File: src/rtl/alu_bypass_pkg.sv
package alu_bypass_pkg;

    typedef enum logic [1:0] {
        CLS_NONE  = 2'd0,
        CLS_ALU   = 2'd1,
        CLS_LOAD  = 2'd2,
        CLS_OTHER = 2'd3
    } stage_cls_e;

    typedef enum logic [1:0] {
        PICK_LATCH = 2'd0,
        PICK_NEAR  = 2'd1,
        PICK_FAR   = 2'd2
    } pick_e;

    localparam int unsigned NUM_OPERANDS = 2;

endpackage

File: src/rtl/bypass_compare.sv
module bypass_compare
    import alu_bypass_pkg::*;
#(
    parameter int unsigned REG_W      = 5,
    parameter bit          LOAD_READY = 1'b0
) (
    input  stage_cls_e         prod_cls,
    input  logic [REG_W-1:0]   prod_dst,
    input  logic [REG_W-1:0]   cons_src,
    input  logic               cons_used,
    output logic               hit,
    output logic               not_ready
);

    logic fields_eq;
    logic delivers;

    always_comb begin
        fields_eq = cons_used && (prod_dst == cons_src);
        if (LOAD_READY) begin
            delivers = (prod_cls == CLS_ALU) || (prod_cls == CLS_LOAD);
        end else begin
            delivers = (prod_cls == CLS_ALU);
        end
        hit       = fields_eq && delivers;
        not_ready = fields_eq && !LOAD_READY && (prod_cls == CLS_LOAD);
    end

endmodule

File: src/rtl/bypass_operand.sv
module bypass_operand
    import alu_bypass_pkg::*;
#(
    parameter int unsigned DATA_W = 32,
    parameter int unsigned REG_W  = 5
) (
    input  logic               clk,
    input  logic               rst_n,
    input  logic               use_src,
    input  logic [REG_W-1:0]   src,
    input  logic [DATA_W-1:0]  latched,
    input  stage_cls_e         near_cls,
    input  logic [REG_W-1:0]   near_dst,
    input  logic [DATA_W-1:0]  near_val,
    input  stage_cls_e         far_cls,
    input  logic [REG_W-1:0]   far_dst,
    input  logic [DATA_W-1:0]  far_val,
    output logic [DATA_W-1:0]  value,
    output logic               pending
);

    typedef struct packed {
        pick_e              pick;
        logic [DATA_W-1:0]  val;
        logic               wait_load;
    } sel_t;

    logic near_hit;
    logic near_wait;
    logic far_hit;
    logic far_wait;
    sel_t sel_d;

    bypass_compare #(
        .REG_W      (REG_W),
        .LOAD_READY (1'b0)
    ) u_near (
        .prod_cls  (near_cls),
        .prod_dst  (near_dst),
        .cons_src  (src),
        .cons_used (use_src),
        .hit       (near_hit),
        .not_ready (near_wait)
    );

    bypass_compare #(
        .REG_W      (REG_W),
        .LOAD_READY (1'b1)
    ) u_far (
        .prod_cls  (far_cls),
        .prod_dst  (far_dst),
        .cons_src  (src),
        .cons_used (use_src),
        .hit       (far_hit),
        .not_ready (far_wait)
    );

    always_comb begin
        sel_d = '{pick: PICK_LATCH, val: latched, wait_load: 1'b0};
        if (near_hit) begin
            sel_d.pick = PICK_NEAR;
            sel_d.val  = near_val;
        end else if (far_hit) begin
            sel_d.pick = PICK_FAR;
            sel_d.val  = far_val;
        end
        sel_d.wait_load = near_wait;
    end

    assign value   = sel_d.val;
    assign pending = sel_d.wait_load;

    AST_FAR_NEVER_WAITS: assert property (@(posedge clk) disable iff (!rst_n)
        !far_wait);
    AST_NEAR_LOAD_NOT_PICKED: assert property (@(posedge clk) disable iff (!rst_n)
        (near_cls == CLS_LOAD) |-> (sel_d.pick != PICK_NEAR));
    AST_NEAR_WINS: assert property (@(posedge clk) disable iff (!rst_n)
        (near_hit && far_hit) |-> (value == near_val));
    AST_UNUSED_PASSES: assert property (@(posedge clk) disable iff (!rst_n)
        !use_src |-> (value == latched && !pending));

endmodule

File: src/rtl/alu_bypass_unit.sv
module alu_bypass_unit
    import alu_bypass_pkg::*;
#(
    parameter int unsigned DATA_W = 32,
    parameter int unsigned REG_W  = 5
) (
    input  logic               clk,
    input  logic               rst_n,
    input  logic [1:0]         s3_cls,
    input  logic               s3_imm,
    input  logic [REG_W-1:0]   s3_src1,
    input  logic [REG_W-1:0]   s3_src2,
    input  logic [DATA_W-1:0]  x3,
    input  logic [DATA_W-1:0]  y3,
    input  logic [1:0]         s4_cls,
    input  logic [REG_W-1:0]   s4_dst,
    input  logic [DATA_W-1:0]  z4,
    input  logic [1:0]         s5_cls,
    input  logic [REG_W-1:0]   s5_dst,
    input  logic [DATA_W-1:0]  z5,
    output logic [DATA_W-1:0]  opa_out,
    output logic [DATA_W-1:0]  opb_out,
    output logic               stall
);

    localparam int unsigned NOPS = NUM_OPERANDS;

    stage_cls_e         cls3;
    stage_cls_e         cls4;
    stage_cls_e         cls5;
    logic               cons_alu;
    logic [REG_W-1:0]   src_f   [NOPS];
    logic [DATA_W-1:0]  latch_f [NOPS];
    logic [DATA_W-1:0]  val_f   [NOPS];
    logic               use_f   [NOPS];
    logic [NOPS-1:0]    wait_f;

    always_comb begin
        cls3       = stage_cls_e'(s3_cls);
        cls4       = stage_cls_e'(s4_cls);
        cls5       = stage_cls_e'(s5_cls);
        cons_alu   = (cls3 == CLS_ALU);
        src_f[0]   = s3_src1;
        src_f[1]   = s3_src2;
        latch_f[0] = x3;
        latch_f[1] = y3;
        use_f[0]   = cons_alu;
        use_f[1]   = cons_alu && !s3_imm;
    end

    for (genvar g = 0; g < NOPS; g++) begin : g_opnd
        bypass_operand #(
            .DATA_W (DATA_W),
            .REG_W  (REG_W)
        ) u_opnd (
            .clk      (clk),
            .rst_n    (rst_n),
            .use_src  (use_f[g]),
            .src      (src_f[g]),
            .latched  (latch_f[g]),
            .near_cls (cls4),
            .near_dst (s4_dst),
            .near_val (z4),
            .far_cls  (cls5),
            .far_dst  (s5_dst),
            .far_val  (z5),
            .value    (val_f[g]),
            .pending  (wait_f[g])
        );
    end

    assign opa_out = val_f[0];
    assign opb_out = val_f[1];
    assign stall   = |wait_f;

    AST_A_FROM_Z4: assert property (@(posedge clk) disable iff (!rst_n)
        (s3_cls == 2'd1 && s4_cls == 2'd1 && s4_dst == s3_src1) |-> (opa_out == z4));
    AST_B_FROM_Z4: assert property (@(posedge clk) disable iff (!rst_n)
        (s3_cls == 2'd1 && !s3_imm && s4_cls == 2'd1 && s4_dst == s3_src2)
        |-> (opb_out == z4));
    AST_IMM_KEEPS_Y: assert property (@(posedge clk) disable iff (!rst_n)
        s3_imm |-> (opb_out == y3));
    AST_NON_ALU_PASS: assert property (@(posedge clk) disable iff (!rst_n)
        (s3_cls != 2'd1) |-> (opa_out == x3 && opb_out == y3 && !stall));
    AST_STALL_NEEDS_LOAD: assert property (@(posedge clk) disable iff (!rst_n)
        stall |-> (s4_cls == 2'd2 && s3_cls == 2'd1));
    AST_ALU_NO_STALL: assert property (@(posedge clk) disable iff (!rst_n)
        (s4_cls == 2'd1) |-> !stall);

endmodule

File: config.mk
export PLATFORM = sky130hd
export DESIGN_NAME = alu_bypass_unit
export DESIGN_NICKNAME = d
export VERILOG_FILES = /design/src/rtl/alu_bypass_pkg.sv /design/src/rtl/bypass_compare.sv /design/src/rtl/bypass_operand.sv /design/src/rtl/alu_bypass_unit.sv
export SDC_FILE = /design/constraint.sdc
export NUM_CORES = 1
export LEC_CHECK = 0
export BUFFER_PORTS_ARGS = -buffer_cell sky130_fd_sc_hd__buf_2
export CAP_MARGIN = 20
export CELL_PAD_IN_SITES_DETAIL_PLACEMENT = 2
export CELL_PAD_IN_SITES_GLOBAL_PLACEMENT = 2
export CORE_ASPECT_RATIO = 0.75
export CORE_MARGIN = 5
export CORE_UTILIZATION = 15
export DETAILED_ROUTE_END_ITERATION = 10
export PLACE_DENSITY = 0.95
export SLEW_MARGIN = 20
export SYNTH_ARGS = -nofsm -noshare
export SYNTH_HDL_FRONTEND = slang
export SYNTH_HIERARCHICAL = 1
export SYNTH_SLANG_ARGS = --single-unit
File: constraint.sdc
create_clock -name vclk -period 3.3
set_input_delay 0.495 -clock vclk [all_inputs]
set_output_delay 0.495 -clock vclk [all_outputs]
set_load 0.02 [all_outputs]
-- Word-level counts from Yosys, hierarchy flattened
Cells that the tools add are included.
- flip-flop bits (word level): 0
- bits of input ports: 157
- output and inout bits: 65
- logic and storage cells: 27
- equality and inequality tests: 9
- muxes and demuxes: 4
- reduce and logical (&&, ||, !) cells: 14
- operators with widths (cell ; number):
    2-to-1 mux 32 bit ; 4
    equality test 5 bit ; 4
    logical AND 1 bit ; 11
    equality test 2 x 1 -> 1 bit, second input constant ; 3
    equality test 2 bit, second input constant ; 2
    OR reduction 2 bit ; 1
    zero test 1 bit ; 1
    logical OR 1 bit ; 1

-- Longest topological paths before layout
- word-level depth: 6
- depth in mapped cells: 7
- depth with buffers taken out: 5

-- Cells and area by module
The synthesis kept the hierarchy.
- modules (own cells, without submodules) (module ; times used ; cells each ; area an instance (um^2) ; seq. area each (um^2)):
    bypass_operand ; 2 ; 107 ; 714.4 ; 0.0
    bypass_compare at g_opnd[0].u_opnd.u_far ... ; 2 ; 10 ; 82.6 ; 0.0
    bypass_compare at g_opnd[0].u_opnd.u_near ... ; 2 ; 10 ; 78.8 ; 0.0
    alu_bypass_unit ; 1 ; 3 ; 25.0 ; 0.0

-- Worst setup path before layout
OpenSTA, ideal clock, no wires.
- path kind: input to output
- start: in s3_cls[1]
- end: out opb_out[30]
- arrival time: 1.676 ns
- slack: 1.129 ns
- stages on the path: 6
- path buffers: 1
- cell sequence: nor3b_2 -> nand4_1 -> nor4_2 -> buf_6 -> mux2i_1 -> o21ai_0
- longest elaborated chain between the ends: 6
- elaborated cells between the ends (all ways): 8
- ends and longest elaborated chain (element ; RTL line ; text):
    start: declaration ; alu_bypass_unit.sv:9 ; input logic [1:0] s3_cls,
    equality test 2 x 1 -> 1 bit ; alu_bypass_unit.sv:42 ; cons_alu = (cls3 == CLS_ALU);
    logical AND 1 bit ; alu_bypass_unit.sv:48 ; use_f[1] = cons_alu && !s3_imm;
    logical AND 1 bit ; bypass_compare.sv:19 ; fields_eq = cons_used && (prod_dst == cons_src);
    logical AND 1 bit ; bypass_compare.sv:25 ; hit = fields_eq && delivers;
    via g_opnd[1].u_opnd.far_hit ; bypass_operand.sv:30 ; logic far_hit;
    2-to-1 mux 32 bit ; bypass_operand.sv:63 ; end else if (far_hit) begin
    2-to-1 mux 32 bit ; bypass_operand.sv:60 ; if (near_hit) begin
    end: declaration ; alu_bypass_unit.sv:22 ; output logic [DATA_W-1:0] opb_out,
The timed path passes the listed nets, and every way through them passes these cells.

==> run summary <==
Gr busiest metal - met2
Worst Hold Class - primary input to output pin
Pleak - 1.23 nW
Pre-CTS WS - 541 ps
First-pass GRT wire length - 16800 um
Critical setup path kind - primary input to output pin
DRT Pass-1 Iters - 4
Die width - 135 um
Initial antenna violation count - 0
GPL Wtd Cong - 0.808
Number of hold buffers added after CTS - 0
Largest net degree at the start of global routing - 35
Synth Instances - 253
Req. time, crit path - 2800 ps
Via count - 2739
Nets - 618
Vias in the first global route - 3256
Global route overflow - 0
Pwr per Cell Area - 107 nW/um2
Dpl cells - 621
Drt wl/cell - 17.3 um
Ant. Diodes - 0
Worst Tran Pin Value - 369 ps
Starting density of the core - 0.152
Avg Inst Size Synth - 6.93 um2
DRT iter0 DRCs - 43
Max Freq - 0.369 GHz
GRT Resource Usage Total - 0.144
Max Slew Vio Count - 0
Final Hold Fails - 0
Fin crit period - 2710 ps
Die Area - 14000 um2
Post-Route WL - 10800 um
Clock buffer count - 0
Worst vdd ir - 0.0382 mV
Register Area - 0 um2
Warnings from Yosys - 6
Hold path start - z4[7]
Core area - 11500 um2
RSZ-0062 raised after global routing - false
CP Capture Type - output pin
Max-Slew Margin vs Limit - 0.754
Max Cap Viol - 0
Detailed placement HPWL - 9510 um
FFs & Latches - 0
Mapped Area - 1750 um2
CP Launch Type - primary input
# DRC - 0
Vias per cell - 4.41
Area grow syn2layout - 67.3%
Row count - 34
Layout cells sized above 1 - 0.521
Worst Hold Path EP - opb_out[7]
Syn Nets - 410
Met3 usage - 0.0325
Die Y-Extent - 104 um
Fin Setup TNS - 0 ps
Post-CTS Repair Setup Buffers - 0
WP data arrival - 2220 ps
Setup violators final - 0
Final ANT Viol Nets - 0
Top Ports - 222
Tcrit/Tclk final - 0.822
Outcome - finished, final reports clean
Post-cts repair resize count - 0
Slack of the critical path - 586 ps
Cell count of the worst hold path - 4
Grt met2 use - 0.299
Crit-path max FO - 34
# port buffers - 220
Routing usage on met1 - 0.148
Fin cells - 621
## power breakdown
part | switching [W] | total, W | internal [W]
registers | 0 | 0 | 0
logic | 0.000173 | 0.000314 | 0.000141
clock network | 0 | 0 | 0
total | 0.000173 | 0.000314 | 0.000141
## worst max-delay path by stage
stage	end	startpoint	slack (ps)	depth (start not counted)
2_1_floorplan	opb_out[30]	s3_cls[1]	1130	6
6_report	opb_out[25]	s3_cls[1]	590	8
3_3_place_gp	opb_out[25]	s3_cls[1]	610	8
3_5_place_dp	opa_out[23]	s3_src1[2]	540	8
4_1_cts	opa_out[23]	s3_src1[2]	530	8
5_1_grt	opb_out[30]	s3_cls[1]	370	8
## cells in the final DEF, fill, tap and decap left out
cell,count
nor4_4,2
nor4b_2,2
nor4_2,2
o21ai_0,4
buf_4,8
o21ai_2,4
o21ai_1,56
xor2_1,4
nor2b_1,1
or2_1,1
nand2_1,66
nor3b_2,1
xnor2_1,18
mux2i_1,64
nand4_1,4
buf_2,220
inv_1,2
## cell type report
class / count / area [um2]
Timing Repair Buffer: 228 / 1160
Tap cell: 162 / 203
Fill cell: 1438 / 8590
Inverter: 2 / 7.51
Multi-Input combinational cell: 229 / 1560
## worst max-delay path, stage by stage
cell	delay, ps
buf_2	110
nor3b_2	200
nand4_1	200
nor4_2	350
buf_4	400
nand2_1	120
o21ai_1	130
buf_2	190
## through the flow
step | instance area [um2] | util | total power, W | hold WS [ps]
2_1_floorplan | 1750 | - | 0.000138 | 1140
3_3_place_gp | 2940 | 0.255 | 0.000300 | 1330
3_5_place_dp | 2940 | 0.255 | 0.000317 | 1340
4_1_cts | 2940 | 0.255 | 0.000318 | 1340
5_1_grt | 2940 | 0.255 | 0.000343 | 1350
6_report | 2940 | 0.255 | 0.000314 | 1340
## layer usage
layer / vias to the layer above / share of wire
li1: 1303 / -
met1: 1290 / 0.37
met2: 138 / 0.54
met3: 8 / 0.081
met4: 0 / 0.0088
met5: - / 0
No activity file was read; power rests on OpenSTA's default activity.
